`src/rtl/dsa_pkg.sv`:
```
`timescale 1ns/1ps
package dsa_pkg;
  localparam int DATA_W  = 16;
  localparam int REG_CNT = 16;
  localparam int ADDR_W  = $clog2(REG_CNT);
  localparam int OPC_W   = 8;
  localparam int INSTR_W = OPC_W + 2 * ADDR_W;
  localparam int CS_W    = 4;
  localparam logic [OPC_W-1:0] OPC_DSHIFT = 8'h6E;

  localparam logic [CS_W-1:0] CS_ZERO = 4'b0010;
  localparam logic [CS_W-1:0] CS_NEG  = 4'b0001;
  localparam logic [CS_W-1:0] CS_POS  = 4'b0100;

  typedef struct packed {
    logic [OPC_W-1:0]  opc;
    logic [ADDR_W-1:0] ra;
    logic [ADDR_W-1:0] rb;
  } instr_t;
endpackage

```
`src/rtl/dsa_regfile.sv`:
```
`timescale 1ns/1ps
module dsa_regfile #(
  parameter int DATA_W  = 16,
  parameter int REG_CNT = 16,
  parameter int ADDR_W  = $clog2(REG_CNT)
) (
  input  logic              clk,
  input  logic              rst_n,
  input  logic [ADDR_W-1:0] hi_addr,
  input  logic [ADDR_W-1:0] cnt_addr,
  input  logic [ADDR_W-1:0] dbg_addr,
  output logic [DATA_W-1:0] hi_data,
  output logic [DATA_W-1:0] lo_data,
  output logic [DATA_W-1:0] cnt_data,
  output logic [DATA_W-1:0] dbg_data,
  input  logic              pair_we,
  input  logic [DATA_W-1:0] pair_hi,
  input  logic [DATA_W-1:0] pair_lo,
  input  logic              ld_we,
  input  logic [ADDR_W-1:0] ld_addr,
  input  logic [DATA_W-1:0] ld_data
);
  logic [DATA_W-1:0] regs [REG_CNT];
  logic [ADDR_W-1:0] lo_addr;

  assign lo_addr  = hi_addr + ADDR_W'(1);
  assign hi_data  = regs[hi_addr];
  assign lo_data  = regs[lo_addr];
  assign cnt_data = regs[cnt_addr];
  assign dbg_data = regs[dbg_addr];

  for (genvar g = 0; g < REG_CNT; g++) begin : g_reg
    logic              hit_hi, hit_lo, hit_ld, en;
    logic [DATA_W-1:0] nxt;

    always_comb begin
      hit_hi = pair_we && (hi_addr == ADDR_W'(g));
      hit_lo = pair_we && (lo_addr == ADDR_W'(g));
      hit_ld = ld_we && (ld_addr == ADDR_W'(g));
      en     = hit_hi || hit_lo || hit_ld;
      if (hit_hi)      nxt = pair_hi;
      else if (hit_lo) nxt = pair_lo;
      else             nxt = ld_data;
    end

    always_ff @(posedge clk or negedge rst_n) begin
      if (!rst_n)  regs[g] <= '0;
      else if (en) regs[g] <= nxt;
    end
  end
endmodule

```
`src/rtl/dsa_shift_core.sv`:
```
`timescale 1ns/1ps
module dsa_shift_core #(
  parameter int DATA_W = 16,
  localparam int OP_W  = 2 * DATA_W,
  localparam int SH_W  = $clog2(OP_W)
) (
  input  logic [OP_W-1:0]   operand,
  input  logic [DATA_W-1:0] count,
  output logic [OP_W-1:0]   result,
  output logic              ovf,
  output logic              nop
);
  logic              neg;
  logic [DATA_W:0]   mag;
  logic [SH_W-1:0]   amt;
  logic [SH_W:0]     amt_p1;
  logic [OP_W-1:0]   window;
  logic [OP_W-1:0]   sign_diff;
  logic [OP_W-1:0]   left_res;
  logic [OP_W-1:0]   right_res;
  logic signed [OP_W-1:0] s_op;

  for (genvar k = 0; k < OP_W; k++) begin : g_diff
    assign sign_diff[k] = operand[k] ^ operand[OP_W-1];
  end

  always_comb begin
    neg    = count[DATA_W-1];
    mag    = neg ? ({1'b0, ~count} + (DATA_W+1)'(1)) : {1'b0, count};
    nop    = (mag >= (DATA_W+1)'(OP_W));
    amt    = mag[SH_W-1:0];
    amt_p1 = {1'b0, amt} + (SH_W+1)'(1);
    window = ~({OP_W{1'b1}} >> amt_p1);
    s_op   = operand;
    left_res  = operand << amt;
    right_res = s_op >>> amt;
    result = neg ? right_res : left_res;
    ovf    = nop || (!neg && |(sign_diff & window));
  end
endmodule

```
`src/rtl/dsa_cond_gen.sv`:
```
`timescale 1ns/1ps
module dsa_cond_gen
  import dsa_pkg::*;
#(
  parameter int OP_W = 32
) (
  input  logic [OP_W-1:0] value,
  output logic [CS_W-1:0] cs
);
  always_comb begin
    if (value == '0)        cs = CS_ZERO;
    else if (value[OP_W-1]) cs = CS_NEG;
    else                    cs = CS_POS;
  end
endmodule

```
`src/rtl/dsa_shift_unit.sv`:
```
`timescale 1ns/1ps
module dsa_shift_unit
  import dsa_pkg::*;
(
  input  logic               clk,
  input  logic               rst_n,
  input  logic               instr_valid,
  input  logic [INSTR_W-1:0] instr_word,
  input  logic               ld_en,
  input  logic [ADDR_W-1:0]  ld_addr,
  input  logic [DATA_W-1:0]  ld_data,
  input  logic [ADDR_W-1:0]  rd_addr,
  output logic [DATA_W-1:0]  rd_data,
  output logic               done,
  output logic               illegal,
  output logic               fx_ovf,
  output logic [CS_W-1:0]    cond_status
);
  localparam int OP_W = 2 * DATA_W;

  instr_t            ins;
  logic              is_op, exec_ok;
  logic [DATA_W-1:0] hi_w, lo_w, cnt_w;
  logic [OP_W-1:0]   shifted;
  logic              core_ovf, core_nop;
  logic [CS_W-1:0]   cs_new;
  logic              pair_we, ld_we;

  logic [CS_W-1:0]   cs_q, cs_d;
  logic              done_q, done_d;
  logic              ill_q, ill_d;
  logic              ovf_q, ovf_d;

  assign ins     = instr_t'(instr_word);
  assign is_op   = (ins.opc == OPC_DSHIFT);
  assign exec_ok = instr_valid && is_op;
  assign pair_we = exec_ok && !core_nop;
  assign ld_we   = ld_en && !instr_valid;

  dsa_regfile #(.DATA_W(DATA_W), .REG_CNT(REG_CNT)) u_rf (
    .clk      (clk),
    .rst_n    (rst_n),
    .hi_addr  (ins.ra),
    .cnt_addr (ins.rb),
    .dbg_addr (rd_addr),
    .hi_data  (hi_w),
    .lo_data  (lo_w),
    .cnt_data (cnt_w),
    .dbg_data (rd_data),
    .pair_we  (pair_we),
    .pair_hi  (shifted[OP_W-1:DATA_W]),
    .pair_lo  (shifted[DATA_W-1:0]),
    .ld_we    (ld_we),
    .ld_addr  (ld_addr),
    .ld_data  (ld_data)
  );

  dsa_shift_core #(.DATA_W(DATA_W)) u_core (
    .operand (({hi_w, lo_w})),
    .count   (cnt_w),
    .result  (shifted),
    .ovf     (core_ovf),
    .nop     (core_nop)
  );

  dsa_cond_gen #(.OP_W(OP_W)) u_cs (
    .value (shifted),
    .cs    (cs_new)
  );

  always_comb begin
    cs_d   = pair_we ? cs_new : cs_q;
    done_d = exec_ok;
    ovf_d  = exec_ok && core_ovf;
    ill_d  = instr_valid && !is_op;
  end

  always_ff @(posedge clk or negedge rst_n) begin
    if (!rst_n) begin
      cs_q   <= '0;
      done_q <= 1'b0;
      ill_q  <= 1'b0;
      ovf_q  <= 1'b0;
    end else begin
      cs_q   <= cs_d;
      done_q <= done_d;
      ill_q  <= ill_d;
      ovf_q  <= ovf_d;
    end
  end

  assign cond_status = cs_q;
  assign done        = done_q;
  assign illegal     = ill_q;
  assign fx_ovf      = ovf_q;
endmodule

```
`config.mk`:
```
export PLATFORM = sky130hd
export DESIGN_NAME = dsa_shift_unit
export DESIGN_NICKNAME = d
export VERILOG_FILES = /design/src/rtl/dsa_pkg.sv /design/src/rtl/dsa_regfile.sv /design/src/rtl/dsa_shift_core.sv /design/src/rtl/dsa_cond_gen.sv /design/src/rtl/dsa_shift_unit.sv
export SDC_FILE = /design/constraint.sdc
export NUM_CORES = 1
export LEC_CHECK = 0
export BUFFER_PORTS_ARGS = -buffer_cell sky130_fd_sc_hd__clkbuf_2
export CAP_MARGIN = 10
export CORE_ASPECT_RATIO = 1.25
export CORE_MARGIN = 2
export CORE_UTILIZATION = 40
export CTS_BUF_LIST = sky130_fd_sc_hd__clkbuf_4 sky130_fd_sc_hd__clkbuf_8
export DETAILED_ROUTE_END_ITERATION = 8
export PLACE_DENSITY = 0.53
export SLEW_MARGIN = 10
export SYNTH_ARGS = -nofsm -noshare
export SYNTH_HDL_FRONTEND = slang
export SYNTH_SLANG_ARGS = --single-unit
```
`constraint.sdc`:
```
create_clock -name clk -period 8.9 [get_ports clk]
set_input_delay 1.335 -clock clk [delete_from_list [all_inputs] [get_ports clk]]
set_output_delay 1.335 -clock clk [all_outputs]
set_load 0.02 [all_outputs]
```
# Word level (Yosys, flattened, before mapping)

Index checks and enable logic that the tools add are counted.

Bitwise logic cells: 38
Equality and inequality tests: 46
Mux-type cells: 48
$mul: 0
Divide/modulo/power cells: 0
Shifts and indexed selects: 3
Order comparisons: 5
Reductions and logical operators: 96
$add $sub $neg: 3

Operator list:

| operator              | count |
|---|---|
| $mux 16               | 40 |
| $bmux 16 s4           | 4 |
| $eq 4x4->1 const B    | 24 |
| $logic_and 1x1->1     | 54 |
| $eq 4x3->1 const B    | 12 |
| $logic_or 1x1->1      | 33 |
| $and 31x32->32        | 1 |
| $logic_not 32->1      | 1 |
| $mux 32               | 1 |
| $not 32->32           | 1 |
| $reduce_or 32->1      | 1 |
| $shl 32x5->32         | 1 |
| $shr 32x6->32 const A | 1 |
| $sshr 32x5->32        | 1 |
| $xor 1x1->1           | 31 |
| $eq 4x2->1 const B    | 6 |
| $ge 5x5->1 const B    | 4 |
| $not 4->5             | 4 |
| $add 16x1->17 const B | 1 |
| $ge 17x6->1 const B   | 1 |
| $mux 17               | 1 |
| $not 16->16           | 1 |
| $eq 4x1->1 const B    | 3 |
| $logic_not 4->1       | 3 |
| 6 further kinds       | 9 |

Memories kept: 0
Input bits: 44
Output and inout bits: 23
Flip-flop bits (word level): 263
Word-level logic and storage cells: 259
Bits in read-only memories: 0
Memory bits (writable): 0
Bits in latches: 0

# Logic depth before layout (Yosys ltp)

Depth after elaboration: 15
Depth in mapped cells: 26
Depth with buffers taken out: 16

# Modules after synthesis

A second synthesis with hierarchy kept.

Cells, all modules: 2628
Area total of the unflattened synthesis: 27890.5 sq um

By module, submodules not included:

| module         | times used | area each (sq um) | cells each | seq. area each (sq um) |
|---|---|---|---|---|
| dsa_regfile    | 1          | 22913.2           | 1994       | 6406.1 |
| dsa_shift_core | 1          | 4565.6            | 600        | 0.0 |
| dsa_shift_unit | 1          | 307.8             | 19         | 175.2 |
| dsa_cond_gen   | 1          | 103.8             | 15         | 0.0 |

# Worst setup path before layout

Ideal clock, no wire load.

Path type: input -> register
From: input port instr_word[4]
To: register cs_q[2] (netlist: cond_status[2])
Path buffers: 8
Data required time: 8781 ps
Slack: 2045 ps
Arrival: 6736 ps
Setup time: 119 ps
Cell stages on the path: 21
Cell sequence: clkbuf_1 -> buf_4 -> buf_4 -> buf_4 -> buf_2 -> inv_1 -> ha_1 -> buf_2 -> buf_2 -> buf_2 -> mux4_2 -> a221oi_1 -> mux2i_1 -> mux2i_1 -> a2bb2oi_1 -> o221ai_1 -> a221o_1 -> nor2_1 -> nand4_1 -> or4_1 -> o21a_1

Cells in the longest elaborated chain, start to end: 9
Elaborated cells between the ends (all ways): 15
Those cells by class: 1 x add/sub; 2 x shift; 9 x mux; 2 x bitwise; 1 x reduce/logical

RTL lines:

| what                                            | RTL line                                   | RTL |
|---|---|---|
| from (decl)                                     | dsa_shift_unit.sv:8                        | `input logic [INSTR_W-1:0] instr_word,` |
| $add 4x1->4                                     | dsa_regfile.sv:26                          | `assign lo_addr = hi_addr + ADDR_W'(1);` |
| $not 4->5 (implied by the code)                 | dsa_regfile.sv:28                          | `assign lo_data = regs[lo_addr];` |
| $bmux 16 s4                                     | dsa_regfile.sv:28                          |  |
| $mux 16 (implied by the code) (2 in series)     | dsa_regfile.sv:28                          |  |
| $shl 32x5->32 or $sshr 32x5->32 (tied branches) | dsa_shift_core.sv:35, dsa_shift_core.sv:36 |  |
| $mux 32 (*)                                     | dsa_shift_core.sv:37                       | `result = neg ? right_res : left_res;` |
| $logic_not 32->1 or $mux 3 (tied branches)      | dsa_cond_gen.sv:11, dsa_cond_gen.sv:12     |  |
| $mux 4 (*)                                      | dsa_cond_gen.sv:11                         | `if (value == '0) cs = CS_ZERO;` |
| to (signal assigned)                            | dsa_shift_unit.sv:85                       | `cs_q <= cs_d;` |
| to (decl)                                       | dsa_shift_unit.sv:29                       | `logic [CS_W-1:0] cs_q, cs_d;` |

Mark *: on every way between the ends. The rest lies on a longest branch, timed or not. The select of a mux whose other input is x is not followed.
A chain may end at the register's enable or synchronous reset.

# Worst setup path in the final report

From: input port instr_word[5]
To: register cs_q[2] (netlist: cond_status[2])

Same word-level chain as after synthesis.

==> metrics.txt <==
# TYPE chip_impl_metric gauge
chip_impl_info{name="status",value="completed"} 1
chip_impl_metric{name="h-tree-depth",unit=""} 2
chip_impl_info{name="netlist_top_cells_count",value="sky130_fd_sc_hd__nand2_1, sky130_fd_sc_hd__mux4_2, sky130_fd_sc_hd__dfrtp_1"} 1
chip_impl_metric{name="gr-total-overflow",unit=""} 0
chip_impl_info{name="hold_path_startpoint",value="u_rf.regs[46]$_DFFE_PN0P_"} 1
chip_impl_metric{name="maximum_number_of_pins_on_one_net_before_global_route_repair",unit=""} 91
chip_impl_metric{name="numClockSinks",unit=""} 262
chip_impl_info{name="grt_setup_unrepaired",value="no"} 1
chip_impl_metric{name="clk_pin_slew_worst_paths",unit="ns"} 0.06
chip_impl_metric{name="dr.first_iter.drc_count",unit=""} 4253
chip_impl_metric{name="vias",unit=""} 27700
chip_impl_info{name="cp_top_family",value="buffers and inverters"} 1
chip_impl_info{name="cts_tree",value="built"} 1
chip_impl_metric{name="postSynthNetCount",unit=""} 2807
chip_impl_metric{name="whs",unit="ns"} 0.559
chip_impl_metric{name="floorplan.core_area",unit="sq um"} 65300
chip_impl_metric{name="hold_viol_final",unit=""} 0
chip_impl_metric{name="cap_violations",unit=""} 0
chip_impl_metric{name="worst_path_largest_cell_delay",unit="ns"} 1.02
chip_impl_metric{name="vdd.ir_drop.worst",unit="V"} 0.000109
chip_impl_info{name="regToRegEndpoint",value="u_rf.regs[50]$_DFFE_PN0P_"} 1
chip_impl_metric{name="fmaxAchievable",unit="MHz"} 136
chip_impl_metric{name="worst-slew-pin-transition",unit="ns"} 1.28
chip_impl_metric{name="timing.hold.worst_path_depth",unit=""} 1
chip_impl_info{name="cpMostUsedCell",value="sky130_fd_sc_hd__buf_4"} 1
chip_impl_metric{name="postCtsResizedCells",unit=""} 0
chip_impl_metric{name="grt_first_pass_wirelength",unit="mm"} 205
chip_impl_metric{name="drt_wirelength",unit="mm"} 146
chip_impl_metric{name="seq_area_frac_synth",unit=""} 0.250
chip_impl_info{name="worst_path_cell_with_the_longest_stage_delay",value="sky130_fd_sc_hd__a2111oi_0"} 1
chip_impl_metric{name="post_synthesis_register_bit_count",unit=""} 262
chip_impl_metric{name="synth-edff-count",unit=""} 0
chip_impl_info{name="synth_most_common_cell",value="sky130_fd_sc_hd__nand2_1"} 1
chip_impl_metric{name="net-switching-power",unit="W"} 0.00390
chip_impl_metric{name="swShare",unit=""} 0.510
chip_impl_metric{name="dpl_worst_slack",unit="ns"} 1.25
chip_impl_metric{name="number_of_nets_in_the_layout",unit=""} 2763
chip_impl_metric{name="totalNegativeSetupSlack",unit="ns"} 0
chip_impl_metric{name="tritoncts.num_buffers",unit=""} 46
chip_impl_metric{name="cts_max_path_buffers",unit=""} 3
chip_impl_metric{name="routed_wire_length_per_instance",unit="um"} 40.6
chip_impl_info{name="worst_setup_path_end_kind",value="register"} 1
chip_impl_metric{name="synthDistinctLibCells",unit=""} 97
chip_impl_info{name="timing.setup.critical_path_class",value="input pin to register"} 1
chip_impl_metric{name="setup-violations-final",unit=""} 0
chip_impl_metric{name="gp_congestion",unit=""} 1.04
chip_impl_info{name="root_buffer",value="sky130_fd_sc_hd__clkbuf_8"} 1
chip_impl_metric{name="design.portCount",unit=""} 67
chip_impl_metric{name="viasPerCell",unit=""} 7.68
chip_impl_metric{name="area_taken_by_multi_input_logic_gates",unit="sq um"} 18300
chip_impl_metric{name="post_synth.cell_area_avg",unit="sq um"} 9.53
chip_impl_metric{name="fill_cells",unit=""} 6329
chip_impl_metric{name="post-route-min-period",unit="ns"} 7.33
chip_impl_metric{name="crit_arrival",unit="ns"} 7.88
chip_impl_metric{name="synth_top_cell_area_share",unit=""} 0.250
chip_impl_metric{name="leakage",unit="nW"} 11.6
chip_impl_metric{name="grt_use_total",unit=""} 0.429
chip_impl_info{name="cp_cell_sequence",value="buf_4 > buf_4 > ha_1 > nand2b_1 > o32ai_4 > buf_4 > a22o_1 > a2111oi_0 > buf_4 > a21oi_1 > mux2i_1 > mux2i_1 > mux2_2 > nand2_1 > o211a_1 > buf_4 > nand4_1 > or4_1 > o21a_1"} 1
chip_impl_metric{name="pwr-share-seq",unit=""} 0.240
chip_impl_metric{name="path_max_fanout",unit=""} 43
chip_impl_metric{name="first_pass_iters",unit=""} 9
chip_impl_metric{name="seq_area",unit="sq um"} 6560
chip_impl_metric{name="cts.repair_timing.setup_buffer_count",unit=""} 0
chip_impl_metric{name="fp.dieW",unit="um"} 233
chip_impl_metric{name="die-height",unit="um"} 291
chip_impl_metric{name="rr_worst_depth",unit=""} 14
chip_impl_metric{name="synth_cells",unit=""} 2757
chip_impl_metric{name="hold_buffers",unit=""} 0
chip_impl_metric{name="initial_antenna_violation_count",unit=""} 9
chip_impl_info{name="timing.rr.start",value="u_rf.regs[3]$_DFFE_PN0P_"} 1
chip_impl_metric{name="area_growth",unit="%"} 8.69
chip_impl_metric{name="final_max_slew_viol_count",unit=""} 0
chip_impl_metric{name="slew-limit-headroom",unit=""} 0.143
chip_impl_metric{name="netlist_area",unit="sq um"} 26300
chip_impl_metric{name="first_global_vias",unit=""} 26800
chip_impl_metric{name="post_route_cells_drive_above_1_share",unit=""} 0.240
chip_impl_metric{name="port_buffers",unit=""} 65
chip_impl_info{name="hold-path-endpoint",value="u_rf.regs[46]$_DFFE_PN0P_"} 1
chip_impl_metric{name="dp_hpwl",unit="mm"} 99.5
chip_impl_metric{name="die_area",unit="sq um"} 67800
chip_impl_info{name="synth_top_area_cell",value="sky130_fd_sc_hd__dfrtp_1"} 1
chip_impl_info{name="largest_cells_by_area_after_synthesis",value="sky130_fd_sc_hd__dfrtp_1, sky130_fd_sc_hd__mux4_2, sky130_fd_sc_hd__mux2i_1"} 1
chip_impl_metric{name="detail-route-antenna-nets",unit=""} 0
chip_impl_metric{name="floorplan.initialDensity",unit=""} 0.402
chip_impl_metric{name="power.density",unit="nW/um^2"} 267
chip_impl_info{name="ys.flop_type",value="sky130_fd_sc_hd__dfrtp_1"} 1
chip_impl_metric{name="clock_latency",unit="ns"} 0.67
chip_impl_info{name="crit_path_start_kind",value="input pin"} 1
chip_impl_metric{name="finalClockSkew",unit="ns"} 0.0354
chip_impl_metric{name="yosys_warnings",unit=""} 0
chip_impl_metric{name="clkPwrFrac",unit=""} 0.170
chip_impl_metric{name="share_comb_of_total_power",unit=""} 0.590
chip_impl_metric{name="pnr_worst_setup_slack",unit="ns"} 1.57
chip_impl_metric{name="worst_path_required_time",unit="ns"} 9.44
chip_impl_metric{name="remaining_drc_errors",unit=""} 0
chip_impl_metric{name="worstPathBufferInverterCount",unit=""} 5
chip_impl_metric{name="reg2reg_setup_slack",unit="ns"} 2.84
chip_impl_info{name="worstHoldPathType",value="register to register"} 1
chip_impl_metric{name="floorplan.rows",unit=""} 105
chip_impl_metric{name="ys_async_sr_fraction",unit=""} 1.00
chip_impl_metric{name="final_min_period_over_clock_period",unit=""} 0.824
chip_impl_metric{name="internal-power",unit="W"} 0.00374
## layout by cell type (no fill, tap or decap), types with 11 or more instances in the layout
cell	n
sky130_fd_sc_hd__nand2_1	316
sky130_fd_sc_hd__mux4_2	268
sky130_fd_sc_hd__dfrtp_1	262
sky130_fd_sc_hd__a21oi_1	201
sky130_fd_sc_hd__mux2i_1	193
sky130_fd_sc_hd__nor2_1	183
sky130_fd_sc_hd__buf_4	156
sky130_fd_sc_hd__o21ai_0	146
sky130_fd_sc_hd__o211ai_1	112
sky130_fd_sc_hd__o22ai_1	110
sky130_fd_sc_hd__nand3_1	91
sky130_fd_sc_hd__clkbuf_8	58
sky130_fd_sc_hd__clkbuf_2	58
sky130_fd_sc_hd__a22oi_1	54
sky130_fd_sc_hd__a211oi_1	48
sky130_fd_sc_hd__mux2_2	35
sky130_fd_sc_hd__inv_1	27
sky130_fd_sc_hd__a221oi_1	26
sky130_fd_sc_hd__and3_1	24
sky130_fd_sc_hd__a22o_1	22
sky130_fd_sc_hd__o22a_1	21
sky130_fd_sc_hd__and2_1	17
sky130_fd_sc_hd__xnor2_1	17
sky130_fd_sc_hd__a222oi_1	17
sky130_fd_sc_hd__clkbuf_4	15
sky130_fd_sc_hd__nor3_1	14
sky130_fd_sc_hd__nor2b_1	12
sky130_fd_sc_hd__or3_1	11
## worst register-to-register path: cells and delay by family, from the launching register on
family	cells	cell delay (ns)
multiplexers	3	1.77
AO/OA/AOI/OAI	2	0.73
AND/OR/NAND/NOR	8	2.75
flip-flops	1	0.45
buffers and inverters	1	0.28
## per-layer routing
layer | GRT usage | share of wire | vias to the layer above
met5 | 0 | 0.00095 | -
met2 | 0.621 | 0.43 | 2464
met1 | 0.498 | 0.34 | 13700
li1 | - | - | 10700
met3 | 0.158 | 0.13 | 745
met4 | 0.368 | 0.11 | 10
## final cells by class
| type | count | share of cell area |
|---|---|---|
| timing repair buffer | 219 | 0.0542 |
| sequential | 262 | 0.230 |
| clock buffer | 73 | 0.0319 |
| clock inverter | 7 | 0.00307 |
| antenna | 4 | 0.000350 |
| tap | 856 | 0.0375 |
| multi-input combinational | 2156 | 0.640 |
| inverter | 28 | 0.00368 |
## sequential cells by signal (all words and copies together) (netlist names)
name and cells:
cond_status 3, done 1, fx_ovf 1, illegal 1, u_rf.regs 256
## power groups by stage
| stage | Sequential (W) | Combinational (W) | Clock, W |
|---|---|---|---|
| final | 0.00183 | 0.00451 | 0.00130 |
| after global routing | 0.00184 | 0.00466 | 0.00134 |
| after CTS | 0.00180 | 0.00434 | 0.00129 |
| after detailed placement | 0.00182 | 0.00432 | 0 |
| after global placement | 0.00180 | 0.00431 | 0 |
| after floorplan | 0.00165 | 0.00278 | 0 |
## cell families (layout without fill, tap and decap cells)
| group | count (synthesis) | after routing | share of synthesized area |
|---|---|---|---|
| buf+inv | 339 | 327 | 0.0615 |
| compound gates | 883 | 883 | 0.225 |
| xor+xnor | 24 | 24 | 0.00829 |
| mux | 504 | 504 | 0.326 |
| simple gates | 737 | 737 | 0.126 |
| flops | 262 | 262 | 0.250 |
| fa+ha+maj | 7 | 7 | 0.00324 |
| other cells | 1 | 5 | 0.000143 |
## how the worst max path moves through the flow
stage	endpoint	startpoint	depth (start not counted)	slack [ns]
global route	cond_status[2]$_DFFE_PN0P_	instr_word[5]	18	1.51
global placement	cond_status[2]$_DFFE_PN0P_	instr_word[5]	18	1.23
floorplan	cond_status[2]$_DFFE_PN0P_	instr_word[4]	21	2.05
finish	cond_status[2]$_DFFE_PN0P_	instr_word[5]	19	1.57
CTS	cond_status[2]$_DFFE_PN0P_	instr_word[5]	18	1.90
detailed placement	cond_status[2]$_DFFE_PN0P_	instr_word[5]	18	1.25
## stage by stage
stage | utilization | cells | instance area, sq um | power, W
floorplan | - | 2757 | 26300 | 0.00443
global placement | 0.422 | 3520 | 27500 | 0.00611
detailed placement | 0.422 | 3520 | 27500 | 0.00614
CTS | 0.437 | 3600 | 28500 | 0.00743
global route | 0.437 | 3602 | 28600 | 0.00785
finish | 0.437 | 3605 | 28600 | 0.00764
Note: power is estimated with default switching activity, not from simulation.
